## config.mk

```make
export PLATFORM = sky130hd
export DESIGN_NAME = ipi_mailbox
export DESIGN_NICKNAME = d
export VERILOG_FILES = /design/src/rtl/ipi_pkg.sv /design/src/rtl/ipi_port_decode.sv /design/src/rtl/ipi_msg_reg.sv /design/src/rtl/ipi_read_port.sv /design/src/rtl/ipi_mailbox.sv
export SDC_FILE = /design/constraint.sdc
export NUM_CORES = 1
export LEC_CHECK = 0
export CORE_AREA = 2 2 124 126
export DETAILED_ROUTE_END_ITERATION = 10
export DIE_AREA = 0 0 126 128
export PLACE_DENSITY = 0.86
export SETUP_SLACK_MARGIN = 0.1
export SLEW_MARGIN = 5
export SYNTH_ARGS = -nofsm -noshare
export SYNTH_HDL_FRONTEND = slang
export SYNTH_SLANG_ARGS = --single-unit
export TNS_END_PERCENT = 100
```

## constraint.sdc

```tcl
create_clock -name clk -period 2.3 [get_ports clk]
set_input_delay 0.69 -clock clk [delete_from_list [all_inputs] [get_ports clk]]
set_output_delay 0.69 -clock clk [all_outputs]
set_load 0.005 [all_outputs]
```

## src/rtl/ipi_pkg.sv

```systemverilog
package ipi_pkg;
  localparam int WORD_W        = 32;
  localparam int MSG_STRIDE    = 4;
  localparam int CLR_WORD_BASE = 4;   // clear bank sits 0x10 bytes above set bank

  function automatic logic [WORD_W-1:0] msg_mask(input int num_msgs);
    logic [WORD_W-1:0] m;
    m = '0;
    for (int i = 0; i < num_msgs; i++) begin
      if (i * MSG_STRIDE < WORD_W) m[i*MSG_STRIDE] = 1'b1;
    end
    return m;
  endfunction
endpackage

```

## src/rtl/ipi_port_decode.sv

```systemverilog
module ipi_port_decode
  import ipi_pkg::*;
#(
  parameter int NUM_CORES = 4,
  parameter int NUM_MSGS  = 8,
  parameter int ADDR_W    = 6,
  localparam int CORE_W   = (NUM_CORES > 1) ? $clog2(NUM_CORES) : 1
) (
  input  logic [ADDR_W-1:0]                    addr,
  input  logic                                 we,
  input  logic [WORD_W-1:0]                    wdata,
  output logic [NUM_CORES-1:0][WORD_W-1:0]     set_bits,
  output logic [NUM_CORES-1:0][WORD_W-1:0]     clr_bits,
  output logic                                 rd_set_hit,
  output logic                                 rd_clr_hit,
  output logic [CORE_W-1:0]                    rd_core
);
  localparam logic [WORD_W-1:0] VALID = msg_mask(NUM_MSGS);
  localparam int IDX_W = ADDR_W - 2;

  logic [IDX_W-1:0] word_idx;
  assign word_idx = addr[ADDR_W-1:2];

  always_comb begin
    rd_set_hit = (int'(word_idx) < NUM_CORES);
    rd_clr_hit = (int'(word_idx) >= CLR_WORD_BASE) &&
                 (int'(word_idx) <  CLR_WORD_BASE + NUM_CORES);
    rd_core    = rd_set_hit ? CORE_W'(word_idx) : CORE_W'(int'(word_idx) - CLR_WORD_BASE);
  end

  for (genvar c = 0; c < NUM_CORES; c++) begin : g_core
    assign set_bits[c] = (we && int'(word_idx) == c) ? (wdata & VALID) : '0;
    assign clr_bits[c] = (we && int'(word_idx) == CLR_WORD_BASE + c) ? (wdata & VALID) : '0;
  end
endmodule

```

## src/rtl/ipi_msg_reg.sv

```systemverilog
module ipi_msg_reg
  import ipi_pkg::*;
#(
  parameter int NUM_PORTS = 4,
  parameter int NUM_MSGS  = 8
) (
  input  logic                              clk,
  input  logic                              rst,
  input  logic [NUM_PORTS-1:0][WORD_W-1:0]  set_in,
  input  logic [NUM_PORTS-1:0][WORD_W-1:0]  clr_in,
  output logic [WORD_W-1:0]                 q
);
  localparam logic [WORD_W-1:0] VALID = msg_mask(NUM_MSGS);

  logic [WORD_W-1:0] set_any, clr_any;

  always_comb begin
    set_any = '0;
    clr_any = '0;
    for (int p = 0; p < NUM_PORTS; p++) begin
      set_any = set_any | set_in[p];
      clr_any = clr_any | clr_in[p];
    end
  end

  always_ff @(posedge clk) begin
    if (rst) q <= '0;
    else     q <= ((q & ~clr_any) | set_any) & VALID;
  end


  reset_clears_chk: assert property (@(posedge clk) rst |=> (q == '0));

  set_wins_chk: assert property (@(posedge clk) disable iff (rst)
    (set_any != '0) |=> ((q & $past(set_any)) == $past(set_any)));

  clear_takes_chk: assert property (@(posedge clk) disable iff (rst)
    ((clr_any & ~set_any) != '0) |=> ((q & $past(clr_any & ~set_any)) == '0));

  idle_holds_chk: assert property (@(posedge clk) disable iff (rst)
    (set_any == '0 && clr_any == '0) |=> $stable(q));

  valid_bits_chk: assert property (@(posedge clk) disable iff (rst)
    (q & ~VALID) == '0);
endmodule

```

## src/rtl/ipi_read_port.sv

```systemverilog
module ipi_read_port
  import ipi_pkg::*;
#(
  parameter int NUM_CORES = 4,
  localparam int CORE_W   = (NUM_CORES > 1) ? $clog2(NUM_CORES) : 1
) (
  input  logic                              clk,
  input  logic                              rst,
  input  logic                              set_hit,
  input  logic                              clr_hit,
  input  logic [CORE_W-1:0]                 core,
  input  logic [NUM_CORES-1:0][WORD_W-1:0]  regs,
  output logic [WORD_W-1:0]                 rdata
);
  always_ff @(posedge clk) begin
    if (rst)          rdata <= '0;
    else if (set_hit) rdata <= regs[core];
    else              rdata <= '0;
  end


  clr_reads_zero_chk: assert property (@(posedge clk) disable iff (rst)
    clr_hit |=> (rdata == '0));

  miss_reads_zero_chk: assert property (@(posedge clk) disable iff (rst)
    (!set_hit && !clr_hit) |=> (rdata == '0));
endmodule

```

## src/rtl/ipi_mailbox.sv

```systemverilog
module ipi_mailbox
  import ipi_pkg::*;
#(
  parameter int NUM_CORES = 4,
  parameter int NUM_MSGS  = 8,
  parameter int ADDR_W    = 6
) (
  input  logic                            clk,
  input  logic                            rst,
  input  logic [NUM_CORES*ADDR_W-1:0]     bus_addr,
  input  logic [NUM_CORES-1:0]            bus_we,
  input  logic [NUM_CORES*32-1:0]         bus_wdata,
  output logic [NUM_CORES*32-1:0]         bus_rdata,
  output logic [NUM_CORES*NUM_MSGS-1:0]   irq
);
  localparam int NUM_PORTS = NUM_CORES;
  localparam int CORE_W    = (NUM_CORES > 1) ? $clog2(NUM_CORES) : 1;

  // [port][core] from the decoders, [core][port] into the registers
  logic [NUM_PORTS-1:0][NUM_CORES-1:0][WORD_W-1:0] set_pc, clr_pc;
  logic [NUM_CORES-1:0][NUM_PORTS-1:0][WORD_W-1:0] set_cp, clr_cp;
  logic [NUM_CORES-1:0][WORD_W-1:0]                msg_q;
  logic [NUM_PORTS-1:0]                            rd_set_hit, rd_clr_hit;
  logic [NUM_PORTS-1:0][CORE_W-1:0]                rd_core;

  for (genvar p = 0; p < NUM_PORTS; p++) begin : g_port
    ipi_port_decode #(.NUM_CORES(NUM_CORES), .NUM_MSGS(NUM_MSGS), .ADDR_W(ADDR_W)) u_dec (
      .addr       (bus_addr[p*ADDR_W +: ADDR_W]),
      .we         (bus_we[p]),
      .wdata      (bus_wdata[p*WORD_W +: WORD_W]),
      .set_bits   (set_pc[p]),
      .clr_bits   (clr_pc[p]),
      .rd_set_hit (rd_set_hit[p]),
      .rd_clr_hit (rd_clr_hit[p]),
      .rd_core    (rd_core[p])
    );

    ipi_read_port #(.NUM_CORES(NUM_CORES)) u_rd (
      .clk     (clk),
      .rst     (rst),
      .set_hit (rd_set_hit[p]),
      .clr_hit (rd_clr_hit[p]),
      .core    (rd_core[p]),
      .regs    (msg_q),
      .rdata   (bus_rdata[p*WORD_W +: WORD_W])
    );

    for (genvar c = 0; c < NUM_CORES; c++) begin : g_xpose
      assign set_cp[c][p] = set_pc[p][c];
      assign clr_cp[c][p] = clr_pc[p][c];
    end
  end

  for (genvar c = 0; c < NUM_CORES; c++) begin : g_core
    ipi_msg_reg #(.NUM_PORTS(NUM_PORTS), .NUM_MSGS(NUM_MSGS)) u_reg (
      .clk    (clk),
      .rst    (rst),
      .set_in (set_cp[c]),
      .clr_in (clr_cp[c]),
      .q      (msg_q[c])
    );

    for (genvar m = 0; m < NUM_MSGS; m++) begin : g_irq
      assign irq[c*NUM_MSGS + m] = msg_q[c][m*MSG_STRIDE];
    end
  end
endmodule

```

==> results.py, run 1 <==
metrics = {
    "outcome": {
        "outcome": "complete, no violations",
    },
    "synthesis": {
        "synth_cell_types": 56,
        "yosysTopAreaCell": "dfxtp_1",
        "syn_area_per_cell_um2": 9.35,
        "yosysWarnings": 0,
        "synthCells": 588,
        "ys_seq_area_frac": 0.233,
        "netlist_area_um2": 5500,
        "synth.area.top_cells": "dfxtp_1 (23%), buf_4 (14%), mux4_2 (13%), a32oi_1 (8.8%), nand3_1 (4.5%)",
        "ys_ff_latch": 64,
        "synth_top_cell_area_share": 0.233,
    },
    "clock_network": {
        "cts_root_buf": "clkbuf_16",
        "numCtsBuffers": 9,
        "h-tree-depth": 3,
        "clock_latency_ns": 0.34,
        "cts-resized-gates": 0,
        "clkSinkCount": 64,
        "cts_hold_buf": 0,
        "cts_buffer_depth": 2,
        "cts_tree": "yes",
        "path_clk_slew_ns": 0.06,
        "postCtsSetupBuffers": 0,
    },
    "die": {
        "core_um2": 14900,
        "rows": 45,
        "die_h_um": 128,
        "pin_count": 318,
        "die_x_um": 126,
        "initial_utilization": 0.370,
        "die_area_um2": 16100,
    },
    "detailed_routing": {
        "drc": 0,
        "num_vias": 5645,
        "vias_per_cell": 6.12,
        "avgRoutedWirePerCell_um": 22.3,
        "drt_iter0_markers": 903,
        "wl_um": 20600,
        "drtPass1Iterations": 6,
        "antenna_left": 0,
    },
    "run": {
        "max_cap_violations": 0,
    },
    "power_and_ir_drop": {
        "p_total_mw": 3.46,
        "power_frac_clock": 0.437,
        "power_switching_mw": 0.982,
        "leakagePower_nw": 2.45,
        "seq_power_share": 0.345,
        "p_sw_frac": 0.284,
        "vdd_ir_drop_max_v": 0.000435,
        "p_per_area_nw_per_um2": 486,
        "p_comb_frac": 0.218,
        "intPower_mw": 2.48,
    },
    "cells_and_area": {
        "layout.nets": 888,
        "nFillCells": 1408,
        "seq_area_um2": 1280,
        "area_delta_synth_final_pct": 29.3,
        "drive_gt1_frac": 0.203,
        "multi_input_comb_area_um2": 3360,
        "diodes": 0,
    },
    "hold_path": {
        "whs_path_depth": 2,
        "min_path_type": "flip-flop to flip-flop",
    },
    "grt": {
        "grt-ovfl-total": 0,
        "grt_pass1_vias": 5290,
        "grt_pass1_wl_um": 30900,
        "antenna_found_initial": 1,
        "grt_max_degree": 29,
        "grt.total_usage": 0.249,
    },
    "place": {
        "gp_congestion": 1.00,
        "port_buffers": 117,
        "dp_hpwl_um": 15300,
        "place_ws_ns": -0.105,
    },
    "timing": {
        "hold_viol": 0,
        "drv_slew": 0,
        "rsz0062_at_grt": "no",
        "setup-violations-final": 0,
        "finClkSkew_ns": 0.00518,
        "worst_slack_ns": 0.134,
        "timing.fmax_mhz": 462,
        "layout_worst_path_cycle_share": 0.942,
        "fin_crit_ns": 2.17,
    },
    "critical_path": {
        "critPathTopFamily": "buffers and inverters",
        "cp_max_fo": 6,
        "arrival_ns": 1.48,
        "critPathLaunchType": "flip-flop",
        "cp-end-kind": "output pin",
        "cp_slowest_cell": "clkdlybuf4s50_1",
        "cp.required_ns": 1.61,
        "worst-path-buf-inv": 1,
        "slowest_delay_ns": 0.59,
        "reg2reg_setup_slack_ns": 1.08,
        "worst-setup-path-type": "flip-flop to output pin",
        "path_cells": "clkdlybuf4s50_1",
        "r2r_cells": 2,
        "cp.depth": 1,
    },
}
## registers in the layout (all words and copies together) (netlist names)
register / count
g_port.u_rd.rdata: 32
g_core.u_reg.q: 32
## per-stage QoR
step	cells	TNS (ns)	hold slack, ns	area, µm²	util
after floorplan	683	0	0.514	5850	-
after global placement	907	-0.359	0.563	6790	0.456
after detailed placement	907	-0.700	0.572	6790	0.456
after CTS	923	0	0.580	7110	0.478
after global routing	923	0	0.598	7110	0.478
final	923	0	0.585	7110	0.478
## cell usage after synthesis, drive strengths merged
master   instances
clkbuf          26
nand3           49
and4             1
or3              4
a22oi           17
nand4            9
nor2b           39
nand2           14
mux4            32
o22ai            1
or2b             1
nor3b            4
o22a             4
conb             1
a31oi           37
o2111ai         23
and3b            3
nor3             2
dfxtp           64
or2              2
and2            16
bufbuf           1
nand2b           3
o21ai            1
a21oi            4
inv              5
or3b             1
buf            135
and3             1
and2b            2
a41oi            2
nand4bb          4
a32oi           56
nor2            12
nand4b           3
a21boi           1
and4b            8
## power groups by stage
| stage | clock (mW) | sequential [mW] | combinational (mW) |
|---|---|---|---|
| CTS | 1.51 | 1.19 | 0.732 |
| finish | 1.51 | 1.19 | 0.752 |
| floorplan | 0 | 1.19 | 0.502 |
| detailed placement | 0 | 1.21 | 0.729 |
| global route | 1.57 | 1.20 | 0.793 |
| global placement | 0 | 1.21 | 0.722 |
## worst paths after layout
check / startpoint / endpoint
max: g_core[3].u_reg.q[8]$_SDFF_PP0_ / irq[26]
min: g_core[2].u_reg.q[24]$_SDFF_PP0_ / g_core[2].u_reg.q[24]$_SDFF_PP0_
max reg2reg: g_core[3].u_reg.q[4]$_SDFF_PP0_ / g_port[1].u_rd.rdata[4]$_SDFF_PP0_
min reg2reg: g_core[2].u_reg.q[24]$_SDFF_PP0_ / g_core[2].u_reg.q[24]$_SDFF_PP0_
## placed cells by master (no fill, tap or decap), types with 2 or more instances in the layout
master | netlist | layout
clkbuf_16 | 0 | 9
and4b_2 | 5 | 5
nand4bb_1 | 3 | 3
and4b_1 | 3 | 3
nor2_2 | 2 | 2
inv_1 | 5 | 5
buf_4 | 105 | 72
nand4_1 | 9 | 9
a21oi_1 | 4 | 4
clkinvlp_4 | 0 | 2
o22a_1 | 3 | 3
nor3b_2 | 2 | 2
or3_1 | 3 | 3
dfxtp_1 | 64 | 64
nand3_1 | 49 | 49
a32oi_1 | 55 | 55
or2_2 | 2 | 2
nor2b_1 | 38 | 38
clkdlybuf4s50_1 | 0 | 117
nand2_1 | 14 | 14
a22oi_1 | 17 | 17
and2_1 | 15 | 15
bufinv_16 | 0 | 2
conb_1 | 1 | 96
o2111ai_1 | 23 | 23
nor2_1 | 10 | 10
nand4b_1 | 3 | 3
a31oi_1 | 37 | 37
nand2b_1 | 3 | 3
mux4_2 | 32 | 32
buf_12 | 0 | 9
and3b_1 | 3 | 3
## cells by family (layout without fill, tap and decap cells)
family,count (synthesis),count (layout),synth area share
and+or+nand+nor,178,178,0.204
buffers and inverters,167,219,0.221
AOI/OAI and AO/OA,146,146,0.211
DFF,64,64,0.233
muxes,32,32,0.131
other,1,96,0.000682
## layout make-up
| cell class | instances | area share |
|---|---|---|
| clock buffers | 11 | 0.0341 |
| repair buffers | 198 | 0.266 |
| flip-flops and latches | 64 | 0.180 |
| well taps | 188 | 0.0331 |
| clock inverters | 5 | 0.0113 |
| inverters | 5 | 0.00264 |
| multi-input cells | 452 | 0.472 |
## routing by layer
metal / vias to the layer above / track usage / wire length (µm)
met3: 87 / 0.0568 / 2490
met2: 479 / 0.392 / 9370
met5: - / 0 / 13
met1: 2689 / 0.323 / 7820
met4: 2 / 0.122 / 896
li1: 2388 / - / -
(Power assumes the default switching activity.)
==> run 2: changes to the inputs <==
- DONT_BUFFER_PORTS: not set -> 1
- PLACE_DENSITY: 0.86 -> 0.56
- SETUP_SLACK_MARGIN: 0.1 -> not set
==> run 2 against run 1 <==
Against the previous run:
- die area is the same
- wire length grew 1.5%
- count of clock-buffer cells in the layout grew 1
- register-to-register slack gained 0.04 ns
- final area shrank 24%
- sequential share of layout area grew 5.7 points
- critical endpoint is now g_core[0].u_reg.q[20]$_SDFF_PP0_
- largest cell class unchanged
==> results.py, run 2 (synthesis gave the netlist of run 1 again) <==
metrics = {
    "outcome": {
        "outcome": "complete, no violations",
    },
    "clock_network": {
        "clock_latency_ns": 0.35,
        "cts_tree": "yes",
        "numCtsBuffers": 9,
        "cts-resized-gates": 0,
        "cts_buffer_depth": 2,
        "postCtsSetupBuffers": 0,
        "h-tree-depth": 3,
        "cts_hold_buf": 0,
        "cts_root_buf": "clkbuf_16",
        "path_clk_slew_ns": 0.06,
        "clkSinkCount": 64,
    },
    "detailed_routing": {
        "vias_per_cell": 6.63,
        "drt_iter0_markers": 513,
        "drtPass1Iterations": 7,
        "drc": 0,
        "wl_um": 20900,
        "antenna_left": 0,
        "avgRoutedWirePerCell_um": 27.9,
        "num_vias": 4958,
    },
    "cells_and_area": {
        "nFillCells": 1521,
        "final_cell_mix": "conb_1 (96), dfxtp_1 (64), a32oi_1 (55)",
        "final_common_cell": "conb_1",
        "seq_area_um2": 1280,
        "multi_input_comb_area_um2": 3360,
        "diodes": 0,
        "area_delta_synth_final_pct": -1.62,
        "drive_gt1_frac": 0.163,
        "biggestRegsByFlops": "g_core.u_reg.q x32, g_port.u_rd.rdata x32",
        "layout.nets": 714,
        "fin_area_um2": 5410,
    },
    "place": {
        "gp_congestion": 0.948,
        "dp_hpwl_um": 14500,
        "port_buffers": 0,
        "place_ws_ns": 0.266,
        "place_area_um2": 5090,
    },
    "timing": {
        "relSlewSlack": 0.525,
        "setup-violations-final": 0,
        "layout_worst_path_cycle_share": 0.744,
        "drv_slew": 0,
        "worst_slack_ns": 0.590,
        "rsz0062_at_grt": "no",
        "hold_viol": 0,
        "finClkSkew_ns": 0.0100,
        "worstMarginPinSlew_ns": 0.713,
        "tns_ns": 0,
        "fin_crit_ns": 1.71,
        "timing.fmax_mhz": 585,
    },
    "critical_path": {
        "critPathLaunchType": "input port",
        "cp_max_fo": 7,
        "cp-end-kind": "flip-flop",
        "cp.required_ns": 2.58,
        "worst-setup-path-type": "input port to flip-flop",
        "arrival_ns": 1.99,
    },
    "die": {
        "core_um2": 14900,
        "die_area_um2": 16100,
        "die_h_um": 128,
        "die_x_um": 126,
        "rows": 45,
        "initial_utilization": 0.370,
        "pin_count": 318,
    },
    "grt": {
        "grt.total_usage": 0.251,
        "grt_pass1_wl_um": 30000,
        "grt-ovfl-total": 0,
        "antenna_found_initial": 0,
        "grt_max_degree": 37,
        "grt_pass1_vias": 4585,
    },
    "power_and_ir_drop": {
        "leakagePower_nw": 1.72,
        "vdd_ir_drop_max_v": 0.000354,
        "p_per_area_nw_per_um2": 574,
    },
    "hold_path": {
        "min_path_type": "input port to flip-flop",
    },
    "run": {
        "max_cap_violations": 0,
    },
}
run 2: cell types whose count changed in the layout (fill, tap and decap cells not counted):
cell	change
buf_12	-8
buf_4	-49
clkbuf_8	+1
clkdlybuf4s50_1	-117
clkinvlp_4	-2
run 2: final timing paths:
| kind | start | endpoint | slack [ns] | cells past startpoint |
|---|---|---|---|---|
| worst max-delay path | bus_addr[11] | g_core[0].u_reg.q[20]$_SDFF_PP0_ | 0.59 | 4 |
| worst min-delay path | rst | g_core[2].u_reg.q[8]$_SDFF_PP0_ | 0.40 | 1 |
| worst max register to register | g_core[3].u_reg.q[4]$_SDFF_PP0_ | g_port[1].u_rd.rdata[4]$_SDFF_PP0_ | 1.12 | 2 |
| worst min register to register | g_core[0].u_reg.q[16]$_SDFF_PP0_ | g_core[0].u_reg.q[16]$_SDFF_PP0_ | 0.59 | 2 |
run 2: area by class of cell:
type | instances | share of cell area
Sequential cell | 64 | 0.237
Clock inverter | 3 | 0.0120
Tap cell | 188 | 0.0435
Clock buffer | 12 | 0.0474
Inverter | 5 | 0.00347
Timing Repair Buffer | 24 | 0.0356
Multi-Input combinational cell | 452 | 0.621
run 2: critical path, cell delays in order:
cell	delay [ns]
or3b_1	0.47
nor3_4	0.46
a22oi_1	0.19
a31oi_1	0.17
run 2: metrics by stage:
step                      hold WS (ns)  power, mW  cells  utilization
final                            0.402       3.10    748        0.364
after floorplan                  0.514       1.69    683            -
after global placement           0.563       1.61    733        0.342
after detailed placement         0.576       1.61    733        0.342
after CTS                        0.404       3.10    748        0.364
after global routing             0.407       3.19    748        0.364
run 2: routing by layer:
layer | track usage | wire length, µm | vias to the layer above
met5 | 0 | 0 | -
met4 | 0.149 | 1040 | 0
met3 | 0.0860 | 2900 | 87
met2 | 0.371 | 8940 | 459
met1 | 0.317 | 8010 | 2375
li1 | - | - | 2037
run 2: power by group:
group	switching, mW	total (mW)	internal [mW]
combinational	0.236	0.402	0.166
sequential	0.0601	1.20	1.14
clock	0.502	1.50	0.999
total	0.798	3.10	2.31
